`config.mk`:
```
export PLATFORM = sky130hd
export DESIGN_NAME = tmr_channel
export DESIGN_NICKNAME = d
export VERILOG_FILES = /design/src/rtl/tmr_pkg.sv /design/src/rtl/tmr_prescale.sv /design/src/rtl/tmr_counter.sv /design/src/rtl/tmr_status.sv /design/src/rtl/tmr_pin_act.sv /design/src/rtl/tmr_channel.sv
export SDC_FILE = /design/constraint.sdc
export NUM_CORES = 1
export LEC_CHECK = 0
export BUFFER_PORTS_ARGS = -buffer_cell sky130_fd_sc_hd__buf_2
export CAP_MARGIN = 0
export CORE_ASPECT_RATIO = 1.1
export CORE_MARGIN = 3
export CORE_UTILIZATION = 55
export CTS_BUF_LIST = sky130_fd_sc_hd__clkbuf_2
export DETAILED_ROUTE_END_ITERATION = 8
export PLACE_DENSITY = 0.84
export SETUP_SLACK_MARGIN = 0.4
export SYNTH_ARGS = -nofsm -noshare
export SYNTH_HDL_FRONTEND = slang
export SYNTH_SLANG_ARGS = --single-unit
```
`constraint.sdc`:
```
create_clock -name clk -period 2.4 [get_ports clk]
set_clock_uncertainty 0.1 [all_clocks]
set_input_delay 0.12 -clock clk [delete_from_list [all_inputs] [get_ports clk]]
set_output_delay 0.12 -clock clk [all_outputs]
set_load 0.01 [all_outputs]
```
`src/rtl/tmr_pkg.sv`:
```
package tmr_pkg;

    localparam int PRE_W = 6;

    localparam logic [3:0] A_CTRL  = 4'd0;
    localparam logic [3:0] A_MODE  = 4'd1;
    localparam logic [3:0] A_IOCTL = 4'd2;
    localparam logic [3:0] A_IEN   = 4'd4;
    localparam logic [3:0] A_STAT  = 4'd5;
    localparam logic [3:0] A_CNT   = 4'd6;
    localparam logic [3:0] A_GRA   = 4'd8;

    localparam logic [2:0] CLR_ON_A = 3'd1;

    typedef enum logic {
        ST_IDLE  = 1'b0,
        ST_COUNT = 1'b1
    } run_state_t;

    // prescaler terminal value for a rate code
    function automatic logic [PRE_W-1:0] div_last(input logic [2:0] code);
        case (code)
            3'd1:    div_last = PRE_W'(3);
            3'd2:    div_last = PRE_W'(15);
            3'd3:    div_last = PRE_W'(63);
            default: div_last = '0;
        endcase
    endfunction

endpackage

```
`src/rtl/tmr_prescale.sv`:
```
module tmr_prescale
    import tmr_pkg::*;
(
    input  logic       clk,
    input  logic       rst_n,
    input  logic       run,
    input  logic [2:0] rate_sel,
    input  logic [1:0] phase_sel,
    output logic       tick
);

    logic [PRE_W-1:0] pre_cnt;
    logic [PRE_W-1:0] last;
    logic [PRE_W-1:0] mid;
    logic             at_last;
    logic             at_mid;

    assign last    = div_last(rate_sel);
    assign mid     = PRE_W'((32'(last) + 32'd1) / 32'd2 - 32'd1);
    assign at_last = (pre_cnt == last);
    assign at_mid  = (last == '0) || (pre_cnt == mid);

    always_ff @(posedge clk or negedge rst_n) begin
        if (!rst_n) begin
            pre_cnt <= '0;
        end else if (!run || pre_cnt >= last) begin
            pre_cnt <= '0;
        end else begin
            pre_cnt <= pre_cnt + 1'b1;
        end
    end

    always_comb begin
        tick = 1'b0;
        if (run) begin
            unique case (phase_sel)
                2'd0:    tick = at_last;
                2'd1:    tick = at_mid;
                default: tick = at_last | at_mid;
            endcase
        end
    end

    // single-phase divide-by-4 never ticks two clocks in a row
    a_r5_single_phase_gap: assert property (@(posedge clk) disable iff (!rst_n)
        (tick && phase_sel == 2'd0 && rate_sel == 3'd1 && $stable(rate_sel)) |=> !tick);

endmodule

```
`src/rtl/tmr_counter.sv`:
```
module tmr_counter
    import tmr_pkg::*;
#(
    parameter int CNT_W = 16
) (
    input  logic             clk,
    input  logic             rst_n,
    input  logic             run_bit,
    input  logic             tick,
    input  logic [2:0]       clr_sel,
    input  logic [CNT_W-1:0] cmp_a,
    input  logic             cnt_wr,
    input  logic [CNT_W-1:0] cnt_wdata,
    output logic             running,
    output logic [CNT_W-1:0] cnt,
    output logic             match_a,
    output logic             ovf
);

    localparam logic [CNT_W-1:0] CNT_MAX = '1;

    run_state_t state, state_nx;
    logic       clr_now;

    // state register
    always_ff @(posedge clk or negedge rst_n) begin
        if (!rst_n) state <= ST_IDLE;
        else        state <= state_nx;
    end

    // transitions GO and HALT
    always_comb begin
        state_nx = state;
        unique case (state)
            ST_IDLE:  if (run_bit)  state_nx = ST_COUNT;
            ST_COUNT: if (!run_bit) state_nx = ST_IDLE;
        endcase
    end

    assign running = (state == ST_COUNT);
    assign match_a = tick && !cnt_wr && (cnt == cmp_a);
    assign clr_now = match_a && (clr_sel == CLR_ON_A);
    assign ovf     = tick && !cnt_wr && !clr_now && (cnt == CNT_MAX);

    always_ff @(posedge clk or negedge rst_n) begin
        if (!rst_n) begin
            cnt <= '0;
        end else if (cnt_wr) begin
            cnt <= cnt_wdata;
        end else if (clr_now) begin
            cnt <= '0;
        end else if (tick) begin
            cnt <= cnt + 1'b1;
        end
    end

    a_r11_write_wins: assert property (@(posedge clk) disable iff (!rst_n)
        cnt_wr |=> cnt == $past(cnt_wdata));

    a_r6_clear_on_match: assert property (@(posedge clk) disable iff (!rst_n)
        (match_a && clr_sel == CLR_ON_A) |=> cnt == '0);

    a_r3_hold_when_idle: assert property (@(posedge clk) disable iff (!rst_n)
        (!running && !cnt_wr) |=> cnt == $past(cnt));

endmodule

```
`src/rtl/tmr_status.sv`:
```
module tmr_status (
    input  logic       clk,
    input  logic       rst_n,
    input  logic       set_a,
    input  logic       set_ovf,
    input  logic       stat_rd,
    input  logic       stat_wr,
    input  logic [7:0] wbyte,
    input  logic [7:0] ien,
    output logic [7:0] stat_byte,
    output logic       irq
);

    logic [1:0] flags;   // [0] compare A, [1] overflow
    logic [1:0] armed;
    logic [1:0] wr_bits;
    logic [1:0] clr;
    logic [1:0] set;

    assign wr_bits = {wbyte[4], wbyte[0]};
    assign set     = {set_ovf, set_a};
    assign clr     = stat_wr ? (armed & ~wr_bits) : 2'b00;

    always_ff @(posedge clk or negedge rst_n) begin
        if (!rst_n) begin
            flags <= '0;
            armed <= '0;
        end else begin
            flags <= (flags & ~clr) | set;
            if (stat_wr)      armed <= '0;
            else if (stat_rd) armed <= flags;
        end
    end

    assign stat_byte = {1'b1, 2'b00, flags[1], 3'b000, flags[0]};
    assign irq       = (flags[0] & ien[0]) | (flags[1] & ien[4]);

    a_r8_set_wins: assert property (@(posedge clk) disable iff (!rst_n)
        set_a |=> flags[0]);

    a_r8_unarmed_keeps: assert property (@(posedge clk) disable iff (!rst_n)
        (stat_wr && !armed[0] && flags[0]) |=> flags[0]);

endmodule

```
`src/rtl/tmr_pin_act.sv`:
```
module tmr_pin_act (
    input  logic       clk,
    input  logic       rst_n,
    input  logic [3:0] code,
    input  logic       code_wr,
    input  logic [3:0] code_new,
    input  logic       match,
    output logic       pin
);

    logic acts_new;
    logic acts;

    assign acts_new = !code_new[3] && (code_new[1:0] != 2'b00);
    assign acts     = !code[3] && (code[1:0] != 2'b00);

    always_ff @(posedge clk or negedge rst_n) begin
        if (!rst_n) begin
            pin <= 1'b0;
        end else if (code_wr) begin
            if (acts_new) pin <= code_new[2];
        end else if (match && acts) begin
            unique case (code[1:0])
                2'b01:   pin <= 1'b0;
                2'b10:   pin <= 1'b1;
                default: pin <= ~pin;
            endcase
        end
    end

    a_r10_retain: assert property (@(posedge clk) disable iff (!rst_n)
        (!code_wr && code == 4'd0) |=> $stable(pin));

endmodule

```
`src/rtl/tmr_channel.sv`:
```
module tmr_channel
    import tmr_pkg::*;
#(
    parameter int CNT_W    = 16,
    parameter int START_W  = 8,
    parameter int CH_INDEX = 0
) (
    input  logic               clk,
    input  logic               rst_n,
    input  logic [START_W-1:0] start_bits,
    input  logic               bus_sel,
    input  logic               bus_wr,
    input  logic               bus_rd,
    input  logic [3:0]         bus_addr,
    input  logic [CNT_W-1:0]   bus_wdata,
    output logic [CNT_W-1:0]   bus_rdata,
    output logic               out_hi,
    output logic               out_lo,
    output logic               irq
);

    localparam int NPIN = 2;

    logic [7:0]       ctrl, mode, ioctl, ien;
    logic [CNT_W-1:0] cmp_a;
    logic [CNT_W-1:0] cnt;
    logic [7:0]       stat_byte;
    logic             wr_any, rd_stat;
    logic             wr_ctrl, wr_mode, wr_ioctl, wr_ien, wr_stat, wr_cnt, wr_gra;
    logic             running, tick, match_a, ovf;
    logic [NPIN-1:0]  pins;
    logic             unused_start;

    assign unused_start = ^start_bits;

    assign wr_any   = bus_sel && bus_wr;
    assign wr_ctrl  = wr_any && (bus_addr == A_CTRL);
    assign wr_mode  = wr_any && (bus_addr == A_MODE);
    assign wr_ioctl = wr_any && (bus_addr == A_IOCTL);
    assign wr_ien   = wr_any && (bus_addr == A_IEN);
    assign wr_stat  = wr_any && (bus_addr == A_STAT);
    assign wr_cnt   = wr_any && (bus_addr == A_CNT);
    assign wr_gra   = wr_any && (bus_addr == A_GRA);
    assign rd_stat  = bus_sel && bus_rd && (bus_addr == A_STAT);

    always_ff @(posedge clk or negedge rst_n) begin
        if (!rst_n) begin
            ctrl  <= '0;
            mode  <= '0;
            ioctl <= '0;
            ien   <= '0;
            cmp_a <= '1;
        end else begin
            if (wr_ctrl)  ctrl  <= bus_wdata[7:0];
            if (wr_mode)  mode  <= bus_wdata[7:0];
            if (wr_ioctl) ioctl <= bus_wdata[7:0];
            if (wr_ien)   ien   <= bus_wdata[7:0];
            if (wr_gra)   cmp_a <= bus_wdata;
        end
    end

    always_comb begin
        bus_rdata = '0;
        case (bus_addr)
            A_CTRL:  bus_rdata = CNT_W'(ctrl);
            A_MODE:  bus_rdata = CNT_W'(mode);
            A_IOCTL: bus_rdata = CNT_W'(ioctl);
            A_IEN:   bus_rdata = CNT_W'(ien);
            A_STAT:  bus_rdata = CNT_W'(stat_byte);
            A_CNT:   bus_rdata = cnt;
            A_GRA:   bus_rdata = cmp_a;
            default: bus_rdata = '0;
        endcase
    end

    tmr_prescale u_pre (
        .clk       (clk),
        .rst_n     (rst_n),
        .run       (running),
        .rate_sel  (ctrl[2:0]),
        .phase_sel (ctrl[4:3]),
        .tick      (tick)
    );

    tmr_counter #(.CNT_W(CNT_W)) u_cnt (
        .clk       (clk),
        .rst_n     (rst_n),
        .run_bit   (start_bits[CH_INDEX]),
        .tick      (tick),
        .clr_sel   (ctrl[7:5]),
        .cmp_a     (cmp_a),
        .cnt_wr    (wr_cnt),
        .cnt_wdata (bus_wdata),
        .running   (running),
        .cnt       (cnt),
        .match_a   (match_a),
        .ovf       (ovf)
    );

    tmr_status u_stat (
        .clk       (clk),
        .rst_n     (rst_n),
        .set_a     (match_a),
        .set_ovf   (ovf),
        .stat_rd   (rd_stat),
        .stat_wr   (wr_stat),
        .wbyte     (bus_wdata[7:0]),
        .ien       (ien),
        .stat_byte (stat_byte),
        .irq       (irq)
    );

    for (genvar g = 0; g < NPIN; g++) begin : g_pin
        tmr_pin_act u_pin (
            .clk      (clk),
            .rst_n    (rst_n),
            .code     (ioctl[4*g +: 4]),
            .code_wr  (wr_ioctl),
            .code_new (bus_wdata[4*g +: 4]),
            .match    (match_a),
            .pin      (pins[g])
        );
    end

    assign out_lo = pins[0];
    assign out_hi = pins[1];

    a_r7_irq_on_flag: assert property (@(posedge clk) disable iff (!rst_n)
        (match_a && ien[0] && !wr_ien) |=> irq);

endmodule

```
Word level (Yosys, flattened, before mapping)
Cells that the tools add are included.

Add/subtract/negate cells: 4. Order comparisons: 1. Equality and inequality tests: 21. Mux-type cells: 20. Bitwise operators: 11. Reduce and logical (&&, ||, !) cells: 43.

Operator list (number): $pmux 16 s7 (1); $mux 16 (3); $logic_and 1x1->1 (21); $pmux 6 s3 (1); $add 16x1->16 const B (1); $eq 16x16->1 (1); $eq 16x16->1 const B (1); $reduce_bool 2->1 (7); $eq 4x3->1 const B (3); $eq 6x6->1 (2); $mux 1 (8); $add 6x1->7 const B (1); $logic_not 1->1 (7); $add 6x1->6 const B (1); $eq 2x1->1 const B (3); $eq 3x1->1 const B (2); $eq 3x2->1 const B (2); $ge 6x6->1 (1); $logic_not 6->1 (1); $mux 2 (3); $mux 6 (1); $pmux 1 s2 (3); $sub 6x1->6 const B (1); $and 2x2->2 (2); other kinds (16) (23).

Register bits after elaboration: 77. Output and inout port bits: 19.

Logic depth before layout (Yosys ltp)
Gate-level depths: netlist of run 1.

Depth after elaboration: 16. Gate-level depth with buffers: 12. Gate-level depth less buffers: 10.

Hierarchy
Synthesis of run 1 repeated with hierarchy kept, for this count alone.

Cell total of the unflattened synthesis: 464. Area, all modules: 4929.7 um^2.

Modules (own cells, without submodules): tmr_channel (times used 1, cells an instance 190, area each 2523.7 um^2, sequential area each 1221.2 um^2); tmr_counter (times used 1, cells an instance 165, area each 1406.3 um^2, sequential area each 425.4 um^2); tmr_prescale (times used 1, cells an instance 60, area each 513.0 um^2, sequential area each 150.1 um^2); tmr_pin_act (times used 2, cells an instance 14, area each 133.9 um^2, sequential area each 25.0 um^2); tmr_status (times used 1, cells an instance 21, area each 219.0 um^2, sequential area each 100.1 um^2).

Least setup slack after synthesis of run 1
Ideal clock, no wire load.

Path type: flip-flop to flip-flop. Start: register ctrl[1]. End: register u_cnt.cnt[11]. Setup time: 124 ps. Arrival: 2255 ps. Required time: 2176 ps. Setup slack: -79 ps. Stages on the path, launching flop included: 11. Cells stage by stage: dfrtp_1 -> nor2_1 -> nor2_1 -> inv_1 -> ha_1 -> nand2_1 -> a2111oi_1 -> a311oi_2 -> or2b_4 -> a22o_1 -> o31a_1.

Cells in the longest elaborated chain, start to end: 14. Elaborated cells between the ends (all ways): 19. Those cells by class: 2 x add/sub; 5 x eq/ne; 5 x mux; 1 x bitwise; 6 x reduce/logical.

Ends and longest elaborated chain: start: declaration (RTL line tmr_channel.sv:24) `logic [7:0] ctrl, mode, ioctl, ien;`; start signal: assignment (RTL line tmr_channel.sv:54) `if (wr_ctrl) ctrl <= bus_wdata[7:0];`; $eq 3x2->1 or $eq 3x1->1 (tied branches) (RTL line tmr_pkg.sv:22) `case (code)`; $pmux 6 s3 * (RTL line tmr_pkg.sv:22); $add 6x1->7 (RTL line tmr_prescale.sv:19) `assign mid = PRE_W'((32'(last) + 32'd1) / 32'd2 - 32'd1);`; $sub 6x1->6 (RTL line tmr_prescale.sv:19); $eq 6x6->1 (RTL line tmr_prescale.sv:21) `assign at_mid = (last == '0) || (pre_cnt == mid);`; $logic_or 1x1->1 (RTL line tmr_prescale.sv:21); $or 1x1->1 (RTL line tmr_prescale.sv:39) `default: tick = at_last | at_mid;`; $pmux 1 s2 * (RTL line tmr_prescale.sv:36) `unique case (phase_sel)`; $mux 1 * (RTL line tmr_prescale.sv:35) `if (run) begin`; $logic_and 1x1->1 (2 in a row) (RTL line tmr_counter.sv:41) `assign match_a = tick && !cnt_wr && (cnt == cmp_a);`; $logic_and 1x1->1 (RTL line tmr_counter.sv:42) `assign clr_now = match_a && (clr_sel == CLR_ON_A);`; $mux 16 (RTL line tmr_counter.sv:50) `end else if (clr_now) begin`; $mux 16 (RTL line tmr_counter.sv:48) `end else if (cnt_wr) begin`; end signal: assignment (RTL line tmr_counter.sv:49) `cnt <= cnt_wdata;`; end signal: assignment (RTL line tmr_counter.sv:53) `cnt <= cnt + 1'b1;`; end: declaration (RTL line tmr_counter.sv:15) `output logic [CNT_W-1:0] cnt,`.

Mark *: on every way between the ends. The rest lies on a longest branch, timed or not. A chain may end at the register's enable or synchronous reset.

Final worst setup path of run 1
Start: register ctrl[2]. End: register u_cnt.cnt[11].

Same word-level chain as after synthesis.

==> results of run 1 <==
-- registers in the layout, indices dropped and copies added, names as in the netlist --
register,count
cmp_a,16
u_cnt.cnt,16
ctrl,8
ien,8
ioctl,8
mode,8
u_pre.pre_cnt,6
g_pin.u_pin.pin,2
u_stat.armed,2
u_stat.flags,2
u_cnt.running,1
-- cell type report --
class                      count  area, um2
multi-input combinational    331       2610
timing repair buffer         105        764
tap                          108        135
clock buffer                  11       55.1
fill                         592       2390
clock inverter                 5       37.5
sequential                    77       1950
inverter                      14       52.6
-- cell families (layout without fill, tap and decap cells) --
kind of cell | count (synthesis) | in the layout | synth area share [%]
buf+inv | 42 | 135 | 4.32
flops | 77 | 77 | 42.6
compound gates | 94 | 94 | 14.9
xor+xnor | 20 | 20 | 3.83
fa+ha+maj | 12 | 12 | 3.28
simple gates | 153 | 153 | 18.3
mux | 52 | 52 | 12.7
-- critical path, stage by stage, from the launching register on --
cell,delay (ns)
dfrtp_1,0.46
or2b_1,0.25
buf_4,0.15
ha_4,0.29
nand2_4,0.07
nor3_1,0.17
o31a_1,0.20
or2b_4,0.30
a22o_1,0.21
o31a_1,0.23
-- cells in the final DEF (no fill, tap or decap), types with 8 or more instances in the layout --
cell type / instances
a22oi_1: 9
buf_2: 43
o21ai_1: 8
dfstp_2: 16
clkbuf_2: 11
a22o_1: 10
a21oi_2: 8
nand3_1: 18
nand2_1: 27
mux2_2: 48
inv_1: 14
dfrtp_1: 61
ha_1: 10
dlygate4sd3_1: 21
xnor2_1: 18
nor3_1: 20
a32oi_1: 8
o21ai_0: 8
nor2_1: 27
buf_4: 35
-- report_power, final --
part	total, mW	internal, mW	switching, mW
Sequential	1.92	1.60	0.316
Combinational	1.48	0.758	0.723
Clock	0.622	0.148	0.474
Total	4.02	2.51	1.51
-- through the flow --
stage | hold slack [ns] | instances | util (%)
floorplan | -0.276 | 450 | -
CTS | 0.100 | 646 | 68.8
finish | 0.111 | 651 | 70.1
global placement | 0.128 | 603 | 63.2
global route | 0.124 | 651 | 70.1
detailed placement | 0.129 | 603 | 63.2
-- worst max-delay path by stage --
stage / startpoint / to / slack (ns) / depth (start not counted)
final: ctrl[2] / u_cnt.cnt[11] / -0.09 / 9
after floorplan: ctrl[2] / u_cnt.cnt[11] / 0.02 / 8
after global routing: ctrl[2] / u_cnt.cnt[11] / -0.19 / 8
after CTS: ctrl[1] / u_cnt.cnt[11] / -0.04 / 10
after detailed placement: ctrl[2] / u_cnt.cnt[12] / -0.1 / 9
after global placement: ctrl[2] / u_cnt.cnt[12] / -0.02 / 9
-- repair_timing --
item	CTS	global route
setup endpoints to repair	32	33
hold buffers	21	0
resized for setup	21	12
hold endpoints to repair	132	0
pin swaps	25	6
gates cloned	0	0
setup buffers	6	5
-- per-layer routing --
metal	up-vias	wire length, um
li1	1851	-
met2	181	6050
met3	59	802
met5	-	0
met4	0	557
met1	1955	5070
==> summary.txt, run 1 <==
Timing
  • Setup TNS: -0.418 ns
  • Peak Freq: 0.401 GHz
  • Final setup viols: 12
  • RSZ-0062 raised after global routing: true
  • Final period utilization: 104%
  • Worst-Margin Slew: 0.958 ns
  • Final Hold Viols: 0
  • Minimum clock period: 2.49 ns
  • Setup WS post-layout: -0.0907 ns
  • Slew Limit Headroom: 36.1%
  • Final Max Slew Viols: 0

Synth
  • Yosys reg bits: 77
  • Top post-synthesis cells by area: dfrtp_1 33%, mux2_2 12%, dfstp_2 9.2%
  • Post-Syn Nets: 495
  • Distinct cells, synth: 60
  • Syn. warnings: 0
  • Post-Synthesis Cells: 450
  • Synth area leader: dfrtp_1
  • Mapped Area: 4570 um2
  • EDFF count, synth: 0
  • Post-synth top flop: dfrtp_1
  • Asr flop ratio synth: between 90% and 100%
  • Yosys top cell area share: 33.4%
  • Seq/Total Area, Yosys: 42.6%
  • Avg Cell Area, Syn: 10.2 um2
  • Most frequent cell after synthesis: dfrtp_1
  • Top cells by count, synth: 61 x dfrtp_1, 50 x mux2_2, 30 x nand2_1, 28 x nor2_1, 22 x nor3_1

Clock tree
  • Worst-path clk slew: between 0.2 and 0.25 ns
  • Clk root buf: clkbuf_2
  • Clock Latency Late Sink: 0.53 ns
  • Num Clock Sinks: between 70 and 80
  • TritonCTS clock tree: built
  • H-tree lvl count: 3
  • CTS Buffer Depth: 2
  • Num CTS Buffers: 9

Placement
  • RePlAce Congestion: ~0.86
  • Placed cell areas: just over 5000 um2
  • Pre-CTS setup slack: -0.0995 ns
  • PortBufs: 44
  • Placed wire-length estimate: 8290 um

Setup path
  • Worst Setup End Kind: flop
  • R2R depth: 9
  • Startpoint types: flop
  • Arrival @ worst endpoint: 2.84 ns
  • CP Class: flop to flop
  • R2r startpoint: ctrl[2]
  • RR Endpoint: u_cnt.cnt[11]
  • Peak fanout along the critical path: 4
  • R2R Setup Slk: -0.09 ns
  • Critical path required time: 2.75 ns

Layout
  • Area delta synth->final: 22.5%
  • Fin area: 5610 um2
  • Layout cells sized above 1: 38.7%
  • N_diodes: 0
  • Layout net count: 583

Die
  • Die W: between 90 and 100 um
  • Die area: between 9000 and 10000 um2
  • Die height: 102 um
  • Starting density of the core: 57.2%
  • Num rows: 34
  • Ports: 52
  • Area of the core: between 7000 and 8000 um2

Power and ir drop
  • Leak pwr: 2.41 nW
  • VDD IR max: 0.000432 V
  • Total power: 4.02 mW
  • Pwr per Cell Area: 717 nW/um2

Outcome
  • Violated checks: negative setup slack
  • Status: finished, violations left

Global route
  • Largest net degree at the start of global routing: 78
  • Grt met1 use: between 30% and 40%
  • Initial antenna violation count: 0
  • Layer with the highest usage: met2
  • First-pass GRT wire length: 19800 um
  • Met3 Track Usage GR: 3.94%
  • Met2 GRT Util: 44.5%
  • GRT Residual Overflow: 0
  • Vias in the first global route: a little over 4000
  • GRT Overall Usage: between 20% and 30%

Route
  • Routed length per instance: 19.2 um
  • Drt drc: 0
  • Post-route ant nets: 0
  • Drt initial violations: approximately 360
  • Vias per cell: 6.22
  • Detailed-route via count: 4046
  • Drt total wl: approximately 12000 um
  • First drt pass iteration count: 5

Worst hold path
  • Hold Path Class: input port to flop
  • Hold Path End: u_cnt.running
  • WHS Path Cells: 2
  • Min-delay src: start_bits[0]

Run
  • Number of max-cap violations: 0
Note: power is estimated with default switching activity, not from simulation.
==> run 2: changes to the inputs <==
Settings changed: PLACE_DENSITY 0.84 to 0.83, SYNTH_HIERARCHICAL from default to 1.
==> run 2 against run 1 <==
Effect of this change:
- first-iteration DRC count increased by 9.2%
- final cell count increased by 6.3%
- combinational power increased by 18%
- critical path depth increased by 4
- total power increased by 10%
- critical endpoint is now u_cnt/cnt[14]
- wire length increased by 15%
- clock power increased by 44%
- largest power group unchanged
- core utilization increased by 4.5 points
- the run still ends with negative setup slack left
- sequential cell count unchanged
- global-route usage increased by 2.0 points
==> summary.txt, run 2 <==
Die
  • Die W: 96.3 um (was 93.0 um)
  • Die height: 105 um (was 102 um)
  • Num rows: 35 (was 34)
  • Die area: 10100 um2 (was 9450 um2)
  • Area of the core: 8540 um2 (was 8000 um2)
  • Ports: 52 (unchanged)
  • Starting density of the core: 57.7% (was 57.2%)

Synth
  • Seq/Total Area, Yosys: 39.5% (was 42.6%)
  • Syn. warnings: 6 (was 0)
  • Top cells by count, synth: 61 x dfrtp_1, 58 x mux2_2, 32 x nand2_1, 26 x nor2_1, 20 x xor2_1 (was 61 x dfrtp_1, 50 x mux2_2, 30 x nand2_1, 28 x nor2_1, 22 x nor3_1)
  • Yosys reg bits: 77 (unchanged)
  • Yosys top cell area share: 31.0% (was 33.4%)
  • EDFF count, synth: 0 (unchanged)
  • Synth area leader: dfrtp_1 (unchanged)
  • Post-Synthesis Cells: 464 (was 450)
  • Distinct cells, synth: 70 (was 60)
  • Avg Cell Area, Syn: 10.6 um2 (was 10.2 um2)
  • Asr flop ratio synth: 100% (unchanged)
  • Post-synth top flop: dfrtp_1 (unchanged)
  • Mapped Area: 4930 um2 (was 4570 um2)
  • Top post-synthesis cells by area: dfrtp_1 31%, mux2_2 13%, dfstp_2 8.5% (was dfrtp_1 33%, mux2_2 12%, dfstp_2 9.2%)
  • Most frequent cell after synthesis: dfrtp_1 (unchanged)

Clock tree
  • TritonCTS clock tree: built (unchanged)
  • Num Clock Sinks: 77 (unchanged)
  • Clock Latency Late Sink: 0.56 ns (was 0.53 ns)
  • H-tree lvl count: 3 (unchanged)
  • Clk root buf: clkbuf_2 (unchanged)
  • Worst-path clk slew: 0.25 ns (was 0.22 ns)
  • Num CTS Buffers: 9 (unchanged)
  • CTS Buffer Depth: 2 (unchanged)

Route
  • Drt total wl: 14300 um (was 12500 um)
  • Post-route ant nets: 0 (unchanged)
  • First drt pass iteration count: 5 (unchanged)
  • Detailed-route via count: 4322 (was 4046)
  • Vias per cell: 6.25 (was 6.22)
  • Drt initial violations: 390 (was 357)
  • Routed length per instance: 20.7 um (was 19.2 um)
  • Drt drc: 0 (unchanged)

Global route
  • First-pass GRT wire length: 22300 um (was 19800 um)
  • GRT Overall Usage: 28.8% (was 26.8%)
  • Vias in the first global route: 4314 (was 4114)
  • GRT Residual Overflow: 0 (unchanged)
  • Largest net degree at the start of global routing: 78 (unchanged)
  • Initial antenna violation count: 0 (unchanged)

Setup path
  • Worst setup path end: u_cnt/cnt[14] (was u_cnt.cnt[11])
  • Critical path required time: 2.77 ns (was 2.75 ns)
  • Startpoint types: flop (unchanged)
  • Arrival @ worst endpoint: 3.48 ns (was 2.84 ns)
  • R2r startpoint: ctrl[2] (unchanged)
  • R2R depth: 13 (was 9)
  • CP Class: flop to flop (unchanged)
  • RR Endpoint: u_cnt/cnt[14] (was u_cnt.cnt[11])
  • CP max stage delay: 0.58 ns (was 0.46 ns)
  • CP max-delay cell: or4_4 (was dfrtp_1)
  • Worst Setup End Kind: flop (unchanged)
  • Cell chain of the critical path: nand2b_4 -> ha_1 -> nand4_1 -> nor2_4 -> o31ai_4 -> a31oi_4 -> buf_4 -> buf_6 -> inv_1 -> or4_4 -> o21a_1 -> o21ai_1 -> a21oi_1 (was or2b_1 -> buf_4 -> ha_4 -> nand2_4 -> nor3_1 -> o31a_1 -> or2b_4 -> a22o_1 -> o31a_1)
  • R2R Setup Slk: -0.71 ns (was -0.09 ns)
  • Critical path launch point: ctrl[2] (unchanged)
  • Peak fanout along the critical path: 5 (was 4)

Layout
  • Biggest regs: cmp_a: 16 flops, u_cnt/cnt: 16 flops (was cmp_a: 16 flops, u_cnt.cnt: 16 flops)
  • Layout net count: 621 (was 583)
  • Area delta synth->final: 29.2% (was 22.5%)
  • Most common cell after layout, fill and taps aside: dfrtp_1 (unchanged)
  • Layout Cells excl Fill: 692 (was 651)
  • Layout cells sized above 1: 45.1% (was 38.7%)
  • Most frequent cells in the layout: 61 x dfrtp_1, 50 x mux2_2, 49 x buf_4 (was 61 x dfrtp_1, 48 x mux2_2, 43 x buf_2)
  • N_diodes: 0 (unchanged)
  • Fin area: 6370 um2 (was 5610 um2)

Timing
  • Final period utilization: 130% (was 104%)
  • Final setup viols: 20 (was 12)
  • RSZ-0062 raised after global routing: true (unchanged)
  • Final Hold Viols: 0 (unchanged)
  • Slew Limit Headroom: 34.5% (was 36.1%)
  • Final Max Slew Viols: 0 (unchanged)
  • Peak Freq: 0.321 GHz (was 0.401 GHz)
  • Worst-Margin Slew: 0.982 ns (was 0.958 ns)
  • Minimum clock period: 3.11 ns (was 2.49 ns)
  • Setup WS post-layout: -0.711 ns (was -0.0907 ns)

Run
  • Number of max-cap violations: 0 (unchanged)

Power and ir drop
  • Clk network pwr share: 20.2% (was 15.5%)
  • Sequential share of power: 40.3% (was 47.7%)
  • Leak pwr: 2.77 nW (was 2.41 nW)
  • Switch Pwr: 1.66 mW (was 1.51 mW)
  • Comb pwr share: 39.5% (was 36.8%)
  • VDD IR max: 0.000492 V (was 0.000432 V)
  • Total power: 4.44 mW (was 4.02 mW)
  • Pwr per Cell Area: 696 nW/um2 (was 717 nW/um2)
  • Sw Ratio: 37.4% (was 37.6%)
  • Internal power: 2.78 mW (was 2.51 mW)

Placement
  • Placed wire-length estimate: 9450 um (was 8290 um)
  • RePlAce Congestion: 0.916 (was 0.859)
  • Placed cell areas: 5520 um2 (was 5050 um2)
  • PortBufs: 44 (unchanged)
  • Post-Place Cells: 640 (was 603)

Worst hold path
  • Hold Path Class: input port to flop (unchanged)

Outcome
  • Violated checks: negative setup slack (unchanged)
  • Status: finished, violations left (unchanged)
## run 2: cell count changes after synthesis, sizes merged, moves of 7 or more
| cell | delta |
|---|---|
| o211ai | +7 |
| xnor2 | -14 |
| nor3 | -11 |
| a32oi | -7 |
| mux2 | +18 |
| a21oi | -7 |
| o21ai | -7 |
| nor4 | +10 |
| xor2 | +18 |
| nand3 | -10 |
## run 2: what timing repair did
| action | CTS | global route |
|---|---|---|
| resized for setup | 25 | 46 |
| pin swaps | 12 | 30 |
| setup endpoints to repair | 30 | 34 |
| hold buffers | 20 | 0 |
| hold endpoints to repair | 132 | 0 |
| buffers inserted | 8 | 8 |
## run 2: power by group through the flow
stage	Combinational [mW]	Sequential [mW]	Clock [mW]
floorplan	0.902	1.75	0
global placement	1.30	1.77	0
detailed placement	1.36	1.79	0
CTS	1.49	1.77	0.900
global route	1.87	1.82	0.965
finish	1.75	1.79	0.896
## run 2: layer usage
metal	track usage (%)	routed length [um]	up-vias
met5	0	0	-
met4	11.9	736	0
met3	5.85	1000	67
met2	46.8	7050	216
met1	36.9	5510	2102
li1	-	-	1937
## run 2: how the worst min path moves through the flow
stage                             start               to  slack [ns]  cells past startpoint
after floorplan                   rst_n          ctrl[0]       -0.28                      0
after global placement    start_bits[0]    u_cnt/running        0.13                      1
after detailed placement  start_bits[0]    u_cnt/running        0.13                      1
after CTS                   bus_addr[0]  u_stat/armed[0]        0.04                      5
after global routing      start_bits[0]    u_cnt/running        0.06                      2
final                       bus_addr[0]  u_stat/armed[0]        0.08                      5
## run 2: worst max-delay path, delay by kind of cell (launching register included)
family	cells	cell delay (ns)
AND/OR/NAND/NOR	4	1.18
adder cells (fa/ha/maj)	1	0.30
buffers and inverters	3	0.30
flip-flops	1	0.48
AO/OA/AOI/OAI	5	0.66
## run 2: cell type report
cell class              instances  area [um2]
fillers                       559        2170
well taps                     111         139
multi-input cells             345        3120
flip-flops and latches         77        1950
clock inverters                 7         105
inverters                      16        60.1
clock buffers                   9        45.0
repair buffers                127         952
## run 2: cell families (layout without fill, tap and decap cells)
group / count (synthesis) / count (layout) / synth area share [%]
AND/OR/NAND/NOR: 146 / 146 / 17.0
AO/OA/AOI/OAI: 85 / 85 / 13.8
flip-flops: 77 / 77 / 39.5
multiplexers: 72 / 72 / 17.1
buffers and inverters: 46 / 159 / 5.13
XOR/XNOR: 24 / 24 / 4.26
adder cells (fa/ha/maj): 12 / 12 / 3.05
other: 2 / 6 / 0.152
## run 2: through the flow
stage	util (%)	setup slack [ns]	setup TNS (ns)	hold slack, ns
2_1_floorplan	-	-0.612	-4.40	-0.276
3_5_place_dp	64.6	-0.792	-10.19	0.130
3_3_place_gp	64.6	-0.628	-7.90	0.128
4_1_cts	70.7	-0.652	-8.79	0.0401
6_report	74.6	-0.711	-9.93	0.0755
5_1_grt	74.6	-0.861	-12.92	0.0559
==> run 3: changes to the inputs <==
Settings changed: CTS_BUF_LIST sky130_fd_sc_hd__clkbuf_2 to sky130_fd_sc_hd__clkbuf_8.
==> run 3 against run 2 <==
Effect of this change:
- the flow still finishes with violations (negative setup slack)
- first-iteration DRC count fell by 5.9%
- non-clock buffer count decreased by 13
- largest power group unchanged
- total power is 4.2% higher
- setup slack got worse by 0.013 ns
- via count decreased by 0.97%
- core utilization decreased by 1.5 points
==> summary.txt, run 3 (synthesis gave the netlist of run 2 again) <==
Outcome
  • Status: finished, violations left (unchanged)
  • Violated checks: negative setup slack (unchanged)

Timing
  • Minimum clock period: 3.12 ns (was 3.11 ns)
  • Final period utilization: 130% (about the same)
  • Peak Freq: 0.320 GHz (was 0.321 GHz)
  • Worst-Margin Slew: 0.979 ns (was 0.982 ns)
  • Final setup viols: 20 (unchanged)
  • Slew Limit Headroom: 34.7% (was 34.5%)
  • Final Max Slew Viols: 0 (unchanged)
  • Final Hold Viols: 0 (unchanged)
  • Setup WS post-layout: -0.723 ns (was -0.711 ns)
  • RSZ-0062 raised after global routing: true (unchanged)

Die
  • Area of the core: 8540 um2 (unchanged)
  • Die W: 96.3 um (unchanged)
  • Ports: 52 (unchanged)
  • Starting density of the core: 57.7% (unchanged)
  • Die area: 10100 um2 (unchanged)
  • Num rows: 35 (unchanged)
  • Die height: 105 um (unchanged)

Global route
  • Largest net degree at the start of global routing: 78 (unchanged)
  • GRT Overall Usage: 28.2% (was 28.8%)
  • Vias in the first global route: 4218 (was 4314)
  • First-pass GRT wire length: 21800 um (was 22300 um)
  • GRT Residual Overflow: 0 (unchanged)
  • Initial antenna violation count: 0 (unchanged)

Worst hold path
  • Hold Path Class: input port to flop (unchanged)

Clock tree
  • Clock Latency Late Sink: 0.35 ns (was 0.56 ns)
  • Worst-path clk slew: 0.09 ns (was 0.25 ns)
  • Clk root buf: clkbuf_8 (was clkbuf_2)
  • CTS Buffer Depth: 2 (unchanged)
  • TritonCTS clock tree: built (unchanged)
  • H-tree lvl count: 3 (unchanged)
  • Num CTS Buffers: 9 (unchanged)
  • Num Clock Sinks: 77 (unchanged)

Placement
  • Post-Place Cells: 640 (unchanged)
  • RePlAce Congestion: 0.916 (unchanged)
  • Placed wire-length estimate: 9450 um (unchanged)
  • PortBufs: 44 (unchanged)

Route
  • Drt total wl: 14200 um (was 14300 um)
  • Detailed-route via count: 4280 (was 4322)
  • Drt drc: 0 (unchanged)
  • Post-route ant nets: 0 (unchanged)
  • Drt initial violations: 367 (was 390)
  • Vias per cell: 6.30 (was 6.25)
  • First drt pass iteration count: 5 (unchanged)
  • Routed length per instance: 20.9 um (was 20.7 um)

Layout
  • Area delta synth->final: 26.6% (was 29.2%)
  • Biggest regs: cmp_a: 16 flops, u_cnt/cnt: 16 flops (unchanged)
  • Sequential cell area: 1950 um2 (unchanged)
  • Core Util, Final: 73.1% (was 74.6%)
  • Layout Cells excl Fill: 679 (was 692)
  • Fillers: 579 (was 559)
  • Most frequent cells in the layout: 61 x dfrtp_1, 56 x mux2_2, 50 x buf_4 (was 61 x dfrtp_1, 50 x mux2_2, 49 x buf_4)
  • N_diodes: 0 (unchanged)
  • Layout net count: 608 (was 621)
  • Multi-input gate area: 3060 um2 (was 3120 um2)
  • Most common cell after layout, fill and taps aside: dfrtp_1 (unchanged)
  • Layout cells sized above 1: 44.2% (was 45.1%)

Setup path
  • Startpoint types: flop (unchanged)
  • Arrival @ worst endpoint: 3.26 ns (was 3.48 ns)
  • Cell chain of the critical path: nand2b_2 -> ha_1 -> nand4_1 -> nor2_4 -> o21ai_2 -> a31oi_4 -> nand2b_1 -> nor2_2 -> nand4_1 -> nor4_4 -> buf_4 -> nand2b_4 -> a2111oi_4 -> o31ai_1 (was nand2b_4 -> ha_1 -> nand4_1 -> nor2_4 -> o31ai_4 -> a31oi_4 -> buf_4 -> buf_6 -> inv_1 -> or4_4 -> o21a_1 -> o21ai_1 -> a21oi_1)
  • R2R Setup Slk: -0.72 ns (was -0.71 ns)
  • CP max-delay cell: dfrtp_1 (was or4_4)
  • Peak fanout along the critical path: 4 (was 5)
  • Most common cell on crit path: nand4_1
  • Top Family by Delay on Critical Path: simple AND/OR/NAND/NOR gates (unchanged)
  • CP Class: flop to flop (unchanged)
  • Worst Setup End Kind: flop (unchanged)
  • Buf+Inv Stages, Crit Path: 1 (was 3)
  • Critical path required time: 2.54 ns (was 2.77 ns)
  • CP max stage delay: 0.42 ns (was 0.58 ns)

Power and ir drop
  • Switch Pwr: 1.65 mW (was 1.66 mW)
  • VDD IR max: 0.000438 V (was 0.000492 V)
  • Clk network pwr share: 24.9% (was 20.2%)
  • Sw Ratio: 35.7% (was 37.4%)
  • Internal power: 2.97 mW (was 2.78 mW)
  • Leak pwr: 2.69 nW (was 2.77 nW)
  • Comb pwr share: 36.5% (was 39.5%)
  • Pwr per Cell Area: 740 nW/um2 (was 696 nW/um2)
  • Sequential share of power: 38.6% (was 40.3%)
  • Total power: 4.62 mW (was 4.44 mW)

Run
  • Number of max-cap violations: 0 (unchanged)
[run 3: cell types whose count changed in the layout (fill, tap and decap cells not counted), moves of 4 or more]
cell / previous run / this run
a22oi_1: 8 / 12
a22oi_2: 6 / 2
buf_6: 15 / 8
clkbuf_2: 9 / 0
clkbuf_8: 0 / 9
dlygate4sd3_1: 20 / 13
mux2_2: 50 / 56
mux2_4: 18 / 12
[run 3: what timing repair did]
item	4_1_cts	5_1_grt
hold buffers	13	0
resized for setup	13	39
pin swaps	3	15
buffers inserted	4	6
endpoints found under the setup margin	23	29
endpoints found under the hold margin	80	0
[run 3: layout make-up]
type,count,share of cell area [%]
Sequential cell,77,31.2
Inverter,16,0.962
Multi-Input combinational cell,345,49.0
Timing Repair Buffer,114,13.0
Clock buffer,9,1.98
Clock inverter,7,1.68
Tap cell,111,2.22
[run 3: routing by layer]
metal | up-vias | global-route usage (%) | wire (um)
li1 | 1917 | - | -
met1 | 2078 | 36.4 | 5440
met2 | 229 | 44.9 | 6940
met3 | 56 | 5.35 | 1030
met4 | 0 | 13.8 | 804
met5 | - | 0 | 0
[run 3: stage by stage]
stage	setup TNS, ns	hold WS, ns	worst slack, ns	instance area [um2]
3_3_place_gp	-7.90	0.128	-0.628	5520
6_report	-9.66	0.0209	-0.723	6240
3_5_place_dp	-10.19	0.130	-0.792	5520
2_1_floorplan	-4.40	-0.276	-0.612	4990
5_1_grt	-13.28	0.00965	-0.898	6240
4_1_cts	-8.15	0.00187	-0.614	5960
[run 3: final timing paths]
kind                         startpoint                 end  cells past startpoint
setup / recovery                ctrl[2]  g_pin[0].u_pin/pin                     14
hold / removal             bus_wdata[0]        u_cnt/cnt[0]                      2
setup reg to reg                ctrl[2]  g_pin[0].u_pin/pin                     14
hold reg to reg                 mode[6]             mode[6]                      1
max in group asynchronous         rst_n     u_stat/flags[1]                      2
min in group asynchronous         rst_n             mode[6]                      2
[run 3: power by group through the flow]
stage               logic, mW  clock network (mW)  registers (mW)
floorplan               0.902                   0            1.75
global placement         1.30                   0            1.77
detailed placement       1.36                   0            1.79
CTS                      1.46                1.16            1.77
global route             1.81                1.22            1.82
finish                   1.69                1.15            1.79
